`src/rtl/mbus_pkg.sv`:
```
`timescale 1ns/1ps
package mbus_pkg;
  localparam int DATA_W = 8;
  localparam int ADDR_W = 7;
  localparam int BANKS  = 2;

  // one synchronized sample of the host bus
  typedef struct packed {
    logic              as_s;
    logic              ds_s;
    logic              rw_s;
    logic              cs_n_s;
    logic              bank_s;
    logic [DATA_W-1:0] ad_s;
  } bus_smp_t;

  localparam bus_smp_t BUS_IDLE = '{as_s: 1'b0, ds_s: 1'b0, rw_s: 1'b1,
                                    cs_n_s: 1'b1, bank_s: 1'b0, ad_s: '0};
endpackage

```
`src/rtl/mbus_sync.sv`:
```
`timescale 1ns/1ps
module mbus_sync
  import mbus_pkg::*;
#(
  parameter int STAGES = 2
) (
  input  logic     clk,
  input  logic     rst,
  input  bus_smp_t raw,
  output bus_smp_t cur,
  output bus_smp_t prev
);
  localparam int SW = $bits(bus_smp_t);

  logic [STAGES-1:0][SW-1:0] stg;
  logic [SW-1:0]             prev_q;

  always_ff @(posedge clk) begin
    if (rst) begin
      stg    <= {STAGES{BUS_IDLE}};
      prev_q <= BUS_IDLE;
    end else begin
      stg[0] <= raw;
      for (int i = 1; i < STAGES; i++) stg[i] <= stg[i-1];
      prev_q <= stg[STAGES-1];
    end
  end

  assign cur  = bus_smp_t'(stg[STAGES-1]);
  assign prev = bus_smp_t'(prev_q);
endmodule

```
`src/rtl/mbus_decode.sv`:
```
`timescale 1ns/1ps
module mbus_decode
  import mbus_pkg::*;
(
  input  logic     moto_mode,
  input  bus_smp_t cur,
  input  bus_smp_t prev,
  output logic     as_fall,
  output logic     rd_evt,
  output logic     wr_evt,
  output logic     rd_phase
);
  logic sel_hold;
  logic ds_rise, ds_fall, rw_rise;

  always_comb begin
    sel_hold = !cur.cs_n_s && !prev.cs_n_s;
    as_fall  = prev.as_s && !cur.as_s;
    ds_rise  = !prev.ds_s && cur.ds_s;
    ds_fall  = prev.ds_s && !cur.ds_s;
    rw_rise  = !prev.rw_s && cur.rw_s;
    if (moto_mode) begin
      rd_evt   = sel_hold && cur.rw_s && ds_rise;
      wr_evt   = sel_hold && !cur.rw_s && ds_fall;
      rd_phase = !cur.cs_n_s && cur.rw_s && cur.ds_s;
    end else begin
      rd_evt   = sel_hold && ds_fall;
      wr_evt   = sel_hold && rw_rise;
      rd_phase = !cur.cs_n_s && !cur.ds_s;
    end
  end
endmodule

```
`src/rtl/mbus_index.sv`:
```
`timescale 1ns/1ps
module mbus_index
  import mbus_pkg::*;
(
  input  logic                        clk,
  input  logic                        rst,
  input  logic                        as_fall,
  input  logic                        bank_sel,
  input  logic [ADDR_W-1:0]           addr_in,
  output logic [BANKS-1:0][ADDR_W-1:0] latch_o,
  output logic [BANKS-1:0][ADDR_W-1:0] shadow_o
);
  for (genvar g = 0; g < BANKS; g++) begin : g_bank
    always_ff @(posedge clk) begin
      if (rst) begin
        latch_o[g]  <= '0;
        shadow_o[g] <= '0;
      end else begin
        if (as_fall && (bank_sel == g[0])) latch_o[g] <= addr_in;
        shadow_o[g] <= latch_o[g];
      end
    end
  end
endmodule

```
`src/rtl/mbus_host_if.sv`:
```
`timescale 1ns/1ps
module mbus_host_if
  import mbus_pkg::*;
#(
  parameter int SYNC_STAGES = 2,
  parameter int NUM_CTRL    = 14
) (
  input  logic              clk,
  input  logic              rst,
  input  logic              moto_mode,
  input  logic [DATA_W-1:0] ad_in,
  output logic [DATA_W-1:0] ad_out,
  output logic              ad_oe,
  input  logic              as_in,
  input  logic              ds_in,
  input  logic              rw_in,
  input  logic              cs_n,
  input  logic              bank_hi,
  output logic              acc_rd,
  output logic              acc_wr,
  output logic              acc_bank,
  output logic [ADDR_W-1:0] acc_addr,
  output logic              acc_ctrl,
  output logic [DATA_W-1:0] acc_wdata,
  input  logic [DATA_W-1:0] acc_rdata
);
  localparam logic [ADDR_W-1:0] IDX_BASE = ADDR_W'((1 << ADDR_W) - 2);
  localparam logic [ADDR_W-1:0] CTRL_LIM = ADDR_W'(NUM_CTRL);

  bus_smp_t raw, cur, prev;
  logic     as_fall, rd_evt, wr_evt, rd_phase;
  logic [BANKS-1:0][ADDR_W-1:0] latch_v, shadow_v;
  logic [ADDR_W-1:0] sel_addr;
  logic              idx_hit;
  logic [DATA_W-1:0] idx_val;

  // read return pipeline
  logic              rd_go_q, rd_go_d;
  logic              hit_q, hit_d;
  logic [DATA_W-1:0] hval_q, hval_d;

  assign raw = '{as_s: as_in, ds_s: ds_in, rw_s: rw_in,
                 cs_n_s: cs_n, bank_s: bank_hi, ad_s: ad_in};

  mbus_sync #(.STAGES(SYNC_STAGES)) u_sync (
    .clk (clk), .rst (rst), .raw (raw), .cur (cur), .prev (prev)
  );

  mbus_decode u_dec (
    .moto_mode (moto_mode), .cur (cur), .prev (prev),
    .as_fall (as_fall), .rd_evt (rd_evt), .wr_evt (wr_evt), .rd_phase (rd_phase)
  );

  mbus_index u_idx (
    .clk (clk), .rst (rst), .as_fall (as_fall), .bank_sel (cur.bank_s),
    .addr_in (cur.ad_s[ADDR_W-1:0]), .latch_o (latch_v), .shadow_o (shadow_v)
  );

  always_comb begin
    sel_addr = latch_v[cur.bank_s];
    idx_hit  = cur.bank_s && (sel_addr >= IDX_BASE);
    idx_val  = DATA_W'(shadow_v[sel_addr[0]]);
  end

  always_ff @(posedge clk) begin
    if (rst) begin
      acc_rd    <= 1'b0;
      acc_wr    <= 1'b0;
      ad_oe     <= 1'b0;
      acc_addr  <= '0;
      acc_bank  <= 1'b0;
      acc_ctrl  <= 1'b0;
      acc_wdata <= '0;
      rd_go_q   <= 1'b0;
      rd_go_d   <= 1'b0;
      hit_q     <= 1'b0;
      hit_d     <= 1'b0;
      hval_q    <= '0;
      hval_d    <= '0;
      ad_out    <= '0;
    end else begin
      acc_rd <= rd_evt && !idx_hit;
      acc_wr <= wr_evt && !idx_hit;
      ad_oe  <= rd_phase;
      if (rd_evt || wr_evt) begin
        acc_addr <= sel_addr;
        acc_bank <= cur.bank_s;
        acc_ctrl <= !cur.bank_s && (sel_addr < CTRL_LIM);
      end
      if (wr_evt) acc_wdata <= cur.ad_s;
      rd_go_q <= rd_evt;
      hit_q   <= idx_hit;
      hval_q  <= idx_val;
      rd_go_d <= rd_go_q;
      hit_d   <= hit_q;
      hval_d  <= hval_q;
      if (rd_go_d) ad_out <= hit_d ? hval_d : acc_rdata;
    end
  end
endmodule

```
`config.mk`:
```
export PLATFORM = sky130hd
export DESIGN_NAME = mbus_host_if
export DESIGN_NICKNAME = d
export VERILOG_FILES = /design/src/rtl/mbus_pkg.sv /design/src/rtl/mbus_sync.sv /design/src/rtl/mbus_decode.sv /design/src/rtl/mbus_index.sv /design/src/rtl/mbus_host_if.sv
export SDC_FILE = /design/constraint.sdc
export NUM_CORES = 1
export LEC_CHECK = 0
export CAP_MARGIN = 20
export CORE_UTILIZATION = 40
export CTS_CLUSTER_SIZE = 16
export DETAILED_ROUTE_END_ITERATION = 8
export REMOVE_ABC_BUFFERS = 1
export SLEW_MARGIN = 40
export SYNTH_ARGS = -nofsm -noshare
export SYNTH_HDL_FRONTEND = slang
export SYNTH_SLANG_ARGS = --single-unit
```
`constraint.sdc`:
```
create_clock -name clk -period 4.6 [get_ports clk]
set_clock_uncertainty 0.2 [all_clocks]
set_input_delay 0.69 -clock clk [delete_from_list [all_inputs] [get_ports clk]]
set_output_delay 0.69 -clock clk [all_outputs]
set_load 0.05 [all_outputs]
```
* Word-level counts from Yosys, hierarchy flattened
Index checks and enable logic that the tools add are counted.
** Word-level totals
- Flip-flop bits (word level) :: 115
- Input bits :: 24
- Output and inout port bits :: 28
** Operators by class
- Order comparisons :: 4
- Muxes and demuxes :: 8
- Bitwise gates (word level) :: 1
- Reduce and logical (&&, ||, !) cells :: 30
** Operator list (number)
- 7-bit two-way mux :: 4
- 1-bit logical AND :: 20
- 1-bit zero test :: 9
- 8-bit two-way mux :: 1
- 7-bit >= comparator (second input constant) :: 1
- 7-bit by 4-bit less-than comparator with 1-bit output (second input constant) :: 1
- 1-bit by 2-bit less-than comparator with 1-bit output (second input constant) :: 2
- 1-bit two-way mux :: 3
- 1-bit logical OR :: 1
- 1-bit NOT :: 1

* Longest topological paths before layout
Gate-level depths: netlist of run 1.
- Depth after elaboration :: 6
- Depth in mapped cells :: 5
- Depth with buffers taken out :: 4

* Modules after synthesis
A second synthesis of run 1 with hierarchy kept.
** Unflattened totals
- Cells, all modules :: 347
- Area, all modules :: 3890.0 um^2
** By module, submodules not included
- mbus_host_if :: instances 1, cells an instance 158, area an instance 1719.1 um^2
- mbus_sync :: instances 1, cells an instance 95, area an instance 1158.6 um^2
- mbus_index :: instances 1, cells an instance 84, area an instance 938.4 um^2
- mbus_decode :: instances 1, cells an instance 10, area an instance 73.8 um^2

* Worst setup path before layout of run 1
OpenSTA, ideal clock, no wires.
- Path kind :: input -> register
- From :: in moto_mode
- To :: reg acc_addr[0]
- Library setup time :: 0.146 ns
- Arrival time :: 1.511 ns
- Required time :: 4.254 ns
- Path slack :: 2.743 ns
- Stages :: 5
- Cell sequence :: and4b_2 -> a211o_2 -> buf_6 -> a21oi_1 -> a211oi_1
** Between the ends
- Cells in the longest elaborated chain, start to end :: 2
** Ends and longest elaborated chain
- start: declaration :: RTL line mbus_host_if.sv:10 : input logic moto_mode,
- 1-bit two-way mux :: RTL line mbus_decode.sv:22 : if (moto_mode) begin
- 1-bit logical OR * :: RTL line mbus_host_if.sv:85 : if (rd_evt || wr_evt) begin
- end signal: assignment :: RTL line mbus_host_if.sv:86 : acc_addr <= sel_addr;
- end: declaration :: RTL line mbus_host_if.sv:22 : output logic [ADDR_W-1:0] acc_addr,
Every way passes the cells marked *; elsewhere a longest branch is shown, timed or not.
A chain may end at the register's enable or synchronous reset.

* Worst setup path in the final report of run 1
- From :: reg acc_addr[3]
- To :: out acc_addr[3]
No word-level cell between the ends.

==> summary.md, run 1 <==
| Metric | Value |
|---|---|
| Status | `finished, final reports clean` |
| Hold Violations, Final | `0` |
| Final Max Slew Viols | `0` |
| Initial Util | `41.6%` |
| Final GP Congestion | `0.749` |
| # diodes | `0` |
| Post-CTS Resized | `0` |
| Core Rows | `33` |
| Synth area leader | `dfxtp_1` |
| Clock transition at path regs | `0.09 ns` |
| Final #Nets | `381` |
| Initial drt markers | `98` |
| Average cell area after synthesis | `11.1 um^2` |
| Crit-path max FO | `2` |
| Synth area leaders | `dfxtp_1 (60%), mux2i_1 (12%), nor2b_1 (8.7%), nor2_1 (4.3%), a211oi_1 (3.0%)` |
| Top-area cell type share of the netlist area | `60.2%` |
| Leak | `1.63 nW` |
| Synthesized area | `3460 um^2` |
| Yosys warns | `0` |
| Share of layout cells above drive strength 1 | `9.39%` |
| Worst path cell trace | `clkdlybuf4s50_1` |
| Count of cell types in the netlist | `28` |
| Post-DP HPWL | `3700 um` |
| VDD IR max | `0.184 mV` |
| Port bufs | `51` |
| ANT nets after route | `0` |
| DR vias | `2,146` |
| Max_slew headroom | `51.1%` |
| Sequential share of the synthesized area | `60.2%` |
| Cell count after synthesis | `310` |
| Unrepaired setup endpoints after global routing | `no` |
| CTS Buf Count | `9` |
| Crit. End Element | `primary output` |
| First-pass GRT wire length | `9310 um` |
| Fill count | `744` |
| Post-synth EDFFs | `0` |
| CTS Buffer Depth | `2` |
| Total congestion overflow | `0` |
| PwrDens | `365 nW/um^2` |
| CP bufs+invs | `1` |
| Number of global-route vias before repair | `1,932` |
| Total routed wirelength | `5670 um` |
| Most used flip-flop cell after synthesis | `dfxtp_1` |
| Crit path largest cell delay | `0.82 ns` |
| Largest net degree at the start of global routing | `67` |
| First-pass DRT Iterations | `4` |
| Most common cell in the netlist | `dfxtp_1` |
| Total negative slack | `0 ns` |
| Max Fclk | `0.410 GHz` |
| Die Span Y | `95.0 um` |
| CP arrival | `1.55 ns` |
| Crit Path Class | `reg -> out` |
| Yosys reg bits | `104` |
| Clock Latency Late Sink | `0.36 ns` |
| Chip width | `95.0 um` |
| CTS root buf | `clkbuf_8` |
| Setup bufs post-CTS | `0` |
| Slowest CP cell | `clkdlybuf4s50_1` |
| Drt wl/cell | `12.1 um` |
| Hold_ws | `0.210 ns` |
| Max cap viols | `0` |
| Core area | `8300 um^2` |
| CTS tree | `done` |
| Synth cell count leaders | `dfxtp_1 (104), nor2b_1 (48), mux2i_1 (42)` |
| Sink Count | `104` |
| Global Route Usage Sum | `13.8%` |
| Cts hold-fix bufs | `0` |
| Final min period | `2.44 ns` |
| Cell family with most CP delay | `buffers and inverters` |
| Initial antenna violation count | `0` |
| Final-report setup violation count | `0` |
| Critical Path RT | `3.71 ns` |
| Hold Path Class | `reg -> reg` |
| Ys async rst share | `0%` |
| Final cycle utilization of the critical path | `53.0%` |
| Startpoint Class | `flop` |
| Vias/cell | `4.60` |
| Layout Area Growth over Synthesis | `22.6%` |
| IO Count | `52` |
| DRC violations left | `0` |
| Die area | `9020 um^2` |
| H-Tree Depth | `3` |
| Slew @ Worst Pin | `0.719 ns` |
[routing by layer]
metal / up-vias / GRT usage, % / part of all wire, % / wire length, um
met5: - / 0 / 0 / 0
met4: 0 / 5.30 / 1.5 / 86
met3: 7 / 5.23 / 5.7 / 325
met2: 48 / 21.4 / 43 / 2440
met1: 955 / 17.2 / 50 / 2820
li1: 1136 / - / - / -
[power breakdown]
part	switching (W)	leakage (nW)	internal [W]
clock network	0.000290	0.103	0.000283
registers	0.00000769	0.844	0.000912
logic	0.0000246	0.684	0.0000307
[state kept, by name, indices dropped and copies added, names as in the netlist, 4 cells and up]
name and count:
u_sync.cur 13, u_idx.shadow_o 14, acc_wdata 8, ad_out 8, u_sync.prev 4, u_idx.latch_o 14
hval_q 7, u_sync.stg 13, hval_d 7, acc_addr 7
[layout make-up]
type | instances | area (um^2) | area share (%)
multi-input combinational | 189 | 1300 | 30.6
clock buffer | 12 | 155 | 3.66
clock inverter | 4 | 51.3 | 1.21
sequential | 104 | 2080 | 49.1
timing repair buffer | 53 | 520 | 12.3
tap | 105 | 131 | 3.10
[cells in the final DEF, fill, tap and decap left out, drive strengths merged]
master	synthesis	final
nor2	41	41
a41oi	1	1
nor3b	3	3
clkdlybuf4s50	0	50
a211oi	15	15
clkinvlp	0	1
nand4	2	2
nand3	2	2
dfxtp	104	104
a211o	1	1
inv	0	1
mux2i	43	43
clkinv	0	1
nor3	2	2
nor2b	48	48
o21ai	3	3
buf	5	3
nor4	2	2
bufinv	0	1
a21oi	12	12
nand2b	1	1
and4bb	1	1
or2	8	8
and4b	2	2
nand3b	2	2
clkbuf	12	12
[stage by stage]
| step | cell area (um^2) | power, W | utilization [%] | instances | worst slack (ns) |
|---|---|---|---|---|---|
| 2_1_floorplan | 3380 | 0.000959 | - | 293 | 2.65 |
| 4_1_cts | 4240 | 0.00157 | 51.1 | 467 | 2.14 |
| 3_3_place_gp | 4030 | 0.000996 | 48.6 | 451 | 2.04 |
| 3_5_place_dp | 4030 | 0.000997 | 48.6 | 451 | 2.02 |
| 6_report | 4240 | 0.00155 | 51.1 | 467 | 2.16 |
| 5_1_grt | 4240 | 0.00162 | 51.1 | 467 | 2.10 |
[path summary, 6_finish.rpt]
path / cells after the start / slack [ns] / from / end
setup / recovery: 1 / 2.16 / acc_addr[3]$_SDFFE_PP0P_ / acc_addr[3]
hold / removal: 1 / 0.21 / u_sync.stg[9]$_SDFF_PP1_ / u_sync.cur[9]$_SDFF_PP1_
setup reg to reg: 3 / 2.48 / u_sync.cur[8]$_SDFF_PP0_ / hval_q[2]$_SDFF_PP0_
hold reg to reg: 1 / 0.21 / u_sync.stg[9]$_SDFF_PP1_ / u_sync.cur[9]$_SDFF_PP1_
[cell families after synthesis]
| group | share of synthesized area (%) |
|---|---|
| DFF | 60.2 |
| AOI/OAI and AO/OA | 6.44 |
| buffers and inverters | 2.21 |
| and+or+nand+nor | 18.5 |
| muxes | 12.6 |
Power figures use the tool's default switching activity.
==> run 2: changes to the inputs <==
clock period = 2.01 ns   (was 4.6 ns; I/O delays follow)
==> run 2 against run 1 <==
Sequential share of layout area fell by 0.26 points. Sequential power rose by 130%. Largest power group unchanged. Via count rose by 2.1%. Cell count rose by 1.3%.
==> summary.md, run 2 (synthesis gave the netlist of run 1 again) <==
| Metric | Value |
|---|---|
| Area of the multi-input gates | `1300 um^2` |
| R2r endpoint | `acc_addr[3]$_SDFFE_PP0P_` |
| Vias/cell | `4.63` |
| Reg-to-Reg Start | `u_sync.cur[10]$_SDFF_PP1_` |
| Final #Nets | `387` |
| Global Route Usage Sum | `13.8%` |
| Startpoint Class | `primary input` |
| Layout Area Growth over Synthesis | `23.3%` |
| Leak | `1.77 nW` |
| Hold path startpoint | `rst` |
| Largest net degree at the start of global routing | `74` |
| DRC violations left | `0` |
| Hold Violations, Final | `0` |
| Initial Util | `41.6%` |
| Total congestion overflow | `0` |
| Drt wl/cell | `12.0 um` |
| Hold path endpoint | `u_sync.cur[11]$_SDFF_PP0_` |
| Final GP Congestion | `0.753` |
| Slew @ Worst Pin | `0.514 ns` |
| Share of layout cells above drive strength 1 | `15.8%` |
| Most frequent cells in the layout | `dfxtp_1 (104), nor2b_1 (48), mux2i_1 (42), nor2_1 (40), buf_4 (23)` |
| Status | `finished, final reports clean` |
| FF/Latch Area | `2080 um^2` |
| Setup bufs post-CTS | `0` |
| Number of global-route vias before repair | `1,976` |
| Final cell count without fillers | `473` |
| First-pass DRT Iterations | `4` |
| Largest regs | `u_idx.latch_o x14, u_idx.shadow_o x14` |
| Total routed wirelength | `5660 um` |
| Clock transition at path regs | `0.10 ns` |
| Hold path cells | `2` |
| Hold_ws | `0.0257 ns` |
| Max cap viols | `0` |
| First-pass GRT wire length | `9360 um` |
| Placed cell count | `457` |
| CTS tree | `done` |
| CTS root buf | `clkbuf_8` |
| Cts hold-fix bufs | `0` |
| CTS Buffer Depth | `2` |
| DR vias | `2,192` |
| Cells on worst reg2reg path | `4` |
| R2r setup slk | `0.30 ns` |
| PwrDens | `838 nW/um^2` |
| Most common cell after layout, fill and taps aside | `dfxtp_1` |
| CTS Buf Count | `9` |
| Port bufs | `51` |
| Fill count | `757` |
| Unrepaired setup endpoints after global routing | `no` |
| Crit-path max FO | `7` |
| Hold Path Class | `in -> reg` |
| Chip width | `95.0 um` |
| Final Max Slew Viols | `0` |
| Total negative slack | `0 ns` |
| Core Rows | `33` |
| Max Fclk | `0.565 GHz` |
| ANT nets after route | `0` |
| CP arrival | `1.80 ns` |
| Max_slew headroom | `65.7%` |
| Post-DP HPWL | `3770 um` |
| Crit Path Class | `in -> reg` |
| Final min period | `1.77 ns` |
| Post-CTS Resized | `10` |
| Pre-CTS setup slack | `-0.134 ns` |
| Initial antenna violation count | `0` |
| Die area | `9020 um^2` |
| Crit. End Element | `flop` |
| H-Tree Depth | `3` |
| Final cycle utilization of the critical path | `88.1%` |
| Final-report setup violation count | `0` |
| IO Count | `52` |
| Sink Count | `104` |
| Clock Latency Late Sink | `0.36 ns` |
| Critical Path RT | `2.03 ns` |
| Core area | `8300 um^2` |
| # diodes | `0` |
| Setup WS post-layout | `0.239 ns` |
| VDD IR max | `0.425 mV` |
| Die Span Y | `95.0 um` |
| Initial drt markers | `82` |
-- run 2: final cells by class --
class	count	share of cell area [%]
sequential	104	48.9
multi-input combinational	189	30.5
timing repair buffer	59	12.6
clock buffer	10	3.23
tap	105	3.08
clock inverter	6	1.73
-- run 2: how the worst max path moves through the flow --
stage	depth (start not counted)	to	from
after floorplan	3	u_idx.latch_o[0]$_SDFFE_PP0P_	u_sync.cur[8]$_SDFF_PP0_
after global placement	5	acc_addr[0]$_SDFFE_PP0P_	moto_mode
after detailed placement	5	acc_addr[2]$_SDFFE_PP0P_	moto_mode
after CTS	1	acc_wr	acc_wr$_SDFF_PP0_
after global routing	4	acc_addr[3]$_SDFFE_PP0P_	u_sync.cur[10]$_SDFF_PP1_
final	5	acc_addr[3]$_SDFFE_PP0P_	moto_mode
-- run 2: through the flow --
| stage | utilization (%) | cell area (um^2) | total power (W) |
|---|---|---|---|
| floorplan | - | 3380 | 0.00219 |
| finish | 51.3 | 4260 | 0.00357 |
| global placement | 48.9 | 4060 | 0.00229 |
| CTS | 51.3 | 4260 | 0.00363 |
| global route | 51.3 | 4260 | 0.00373 |
| detailed placement | 48.9 | 4060 | 0.00229 |
-- run 2: power by group --
| part | internal [W] | leakage, nW | switching (W) |
|---|---|---|---|
| clock network | 0.000627 | 0.101 | 0.000704 |
| registers | 0.00209 | 0.844 | 0.0000147 |
| logic | 0.0000773 | 0.825 | 0.0000600 |
-- run 2: critical path: stages --
cell	delay, ns
clkdlybuf4s50_1	0.50
nor3b_4	0.35
a211oi_2	0.09
nor2_1	0.40
a211oi_1	0.15
-- run 2: per-layer routing --
layer  GRT usage (%)  vias to the layer above  wire [um]
li1                -                     1152          -
met4            6.44                        0        116
met1            18.2                      984       2830
met3            4.43                       10        266
met5               0                        -          0
met2            20.3                       46       2450
==> run 3: changes to the inputs <==
SYNTH_HIERARCHICAL = 1   (was default)
==> run 3 against run 2 <==
Synthesized cell count up 6.1%. First-iteration DRC count fell by 11%. Clock power shrank 4%. Maximum frequency is 7.8% lower. Highest routed layer unchanged.
==> summary.md, run 3 <==
| Metric | Value |
|---|---|
| Status | `finished, final reports clean` |
| Number of global-route vias before repair | `1,857` |
| Post-DP HPWL | `3520 um` |
| Clock transition at path regs | `0.09 ns` |
| DRC violations left | `0` |
| Unrepaired setup endpoints after global routing | `yes` |
| Initial Util | `41.7%` |
| Drt wl/cell | `11.5 um` |
| Clock Latency Late Sink | `0.36 ns` |
| Area of the multi-input gates | `1280 um^2` |
| Hold Path Class | `reg -> reg` |
| Initial drt markers | `73` |
| Busiest grt layer | `met2` |
| Most frequent cells in the layout | `dfxtp_1 (103), mux2i_1 (43), nor2b_1 (36), nor2_1 (32), nand2b_1 (23)` |
| Largest regs | `u_idx/latch_o x14, u_idx/shadow_o x14` |
| CTS Buffer Depth | `2` |
| # diodes | `0` |
| Setup bufs post-CTS | `0` |
| Pre-CTS setup slack | `-0.265 ns` |
| Max cap viols | `0` |
| Slew @ Worst Pin | `0.560 ns` |
| Most common cell after layout, fill and taps aside | `dfxtp_1` |
| VDD IR max | `0.451 mV` |
| Core area | `8760 um^2` |
| Crit-path max FO | `16` |
| FF/Latch Area | `2080 um^2` |
| Crit. End Element | `flop` |
| Vias/cell | `4.40` |
| Final Max Slew Viols | `0` |
| Startpoint Class | `flop` |
| Final #Nets | `390` |
| Die Span Y | `97.5 um` |
| Cell count after synthesis | `329` |
| Critical Path RT | `2.05 ns` |
| Max Fclk | `0.520 GHz` |
| Global Route Usage Sum | `12.3%` |
| Hold Violations, Final | `0` |
| Largest net degree at the start of global routing | `98` |
| Share of layout cells above drive strength 1 | `13.7%` |
| Layout Area Growth over Synthesis | `17.5%` |
| Yosys warns | `6` |
| Final min period | `1.92 ns` |
| Final GP Congestion | `0.756` |
| First-pass GRT wire length | `9230 um` |
| CP arrival | `1.96 ns` |
| CTS tree | `done` |
| Initial antenna violation count | `0` |
| Max_slew headroom | `62.5%` |
| GR Util met3 | `4.75%` |
| Post-DP Area | `4100 um^2` |
| H-Tree Depth | `3` |
| Total congestion overflow | `0` |
| CTS root buf | `clkbuf_8` |
| Average cell area after synthesis | `11.1 um^2` |
| Crit Path Class | `reg -> reg` |
| Fill count | `848` |
| Total routed wirelength | `5520 um` |
| ANT nets after route | `0` |
| Global-route track usage on met2 | `17.4%` |
| Synthesized area | `3650 um^2` |
| Leak | `1.81 nW` |
| Chip width | `97.5 um` |
| First-pass DRT Iterations | `4` |
| Die area | `9510 um^2` |
| IO Count | `52` |
| DR vias | `2,109` |
| Final cycle utilization of the critical path | `95.6%` |
| PwrDens | `818 nW/um^2` |
| Met1 GRT Util | `16.9%` |
| CTS Buf Count | `9` |
| Port bufs | `51` |
| Core Rows | `34` |
| Final instance area | `4290 um^2` |
| Setup WS post-layout | `0.0884 ns` |
| Sink Count | `104` |
| Final-report setup violation count | `0` |
run 3: cell count changes in the layout (fill, tap and decap cells not counted), moves of 4 or more:
cell,change
buf_4,-4
inv_1,+14
a211oi_1,-7
a211oi_2,+7
nor2b_1,-12
or2_2,-7
a21oi_1,-10
nor2_1,-8
nand2b_1,+22
or2_1,+7
run 3: metal layers:
metal	up-vias	part of all wire (%)
li1	1128	-
met1	922	52
met2	54	41
met3	5	6.0
met4	0	1.0
met5	-	0
run 3: worst max-delay path, stage by stage (launching register included):
cell and delay [ns]:
dfxtp_2 0.35, or4b_1 0.51, o22ai_1 0.17, or2_1 0.17, buf_12 0.16, mux2i_1 0.18
nor2_1 0.05
run 3: timing repair:
action / in CTS / in global routing
resized for setup: 12 / 3
pin swaps: 0 / 1
setup endpoints to repair: 12 / 7
hold buffers: 0 / 0
run 3: path summary, 6_finish.rpt:
kind | cells after the start | to | slack (ns) | from
worst min register to register | 1 | u_sync/cur[10]$_SDFF_PP1_ | 0.21 | u_sync/stg[10]$_SDFF_PP1_
worst max register to register | 6 | acc_bank$_SDFFE_PP0P_ | 0.09 | u_sync/cur[9]$_SDFF_PP1_
worst max-delay path | 6 | acc_bank$_SDFFE_PP0P_ | 0.09 | u_sync/cur[9]$_SDFF_PP1_
worst min-delay path | 1 | u_sync/cur[10]$_SDFF_PP1_ | 0.21 | u_sync/stg[10]$_SDFF_PP1_
run 3: area by class of cell:
class,count,share of cell area (%)
Clock buffer,11,3.29
Multi-Input combinational cell,179,29.9
Tap cell,108,3.15
Clock inverter,5,1.31
Inverter,14,1.22
Sequential cell,104,48.5
Timing Repair Buffer,58,12.5
run 3: power by group:
group / internal, W / switching [W] / total [W]
combinational: 0.0000772 / 0.0000551 / 0.000132
sequential: 0.00209 / 0.0000108 / 0.00210
clock: 0.000609 / 0.000672 / 0.00128
run 3: per-stage QoR:
stage          total power [W]  hold slack [ns]  setup TNS [ns]  util, %  std cells
3_5_place_dp           0.00228            0.189           -3.66     46.8        463
6_report               0.00351            0.210               0     49.0        479
5_1_grt                0.00367            0.229        -0.00823     49.0        479
2_1_floorplan          0.00219            0.166          -10.27        -        297
4_1_cts                0.00357            0.211               0     48.9        479
3_3_place_gp           0.00228            0.186           -3.09     46.8        463
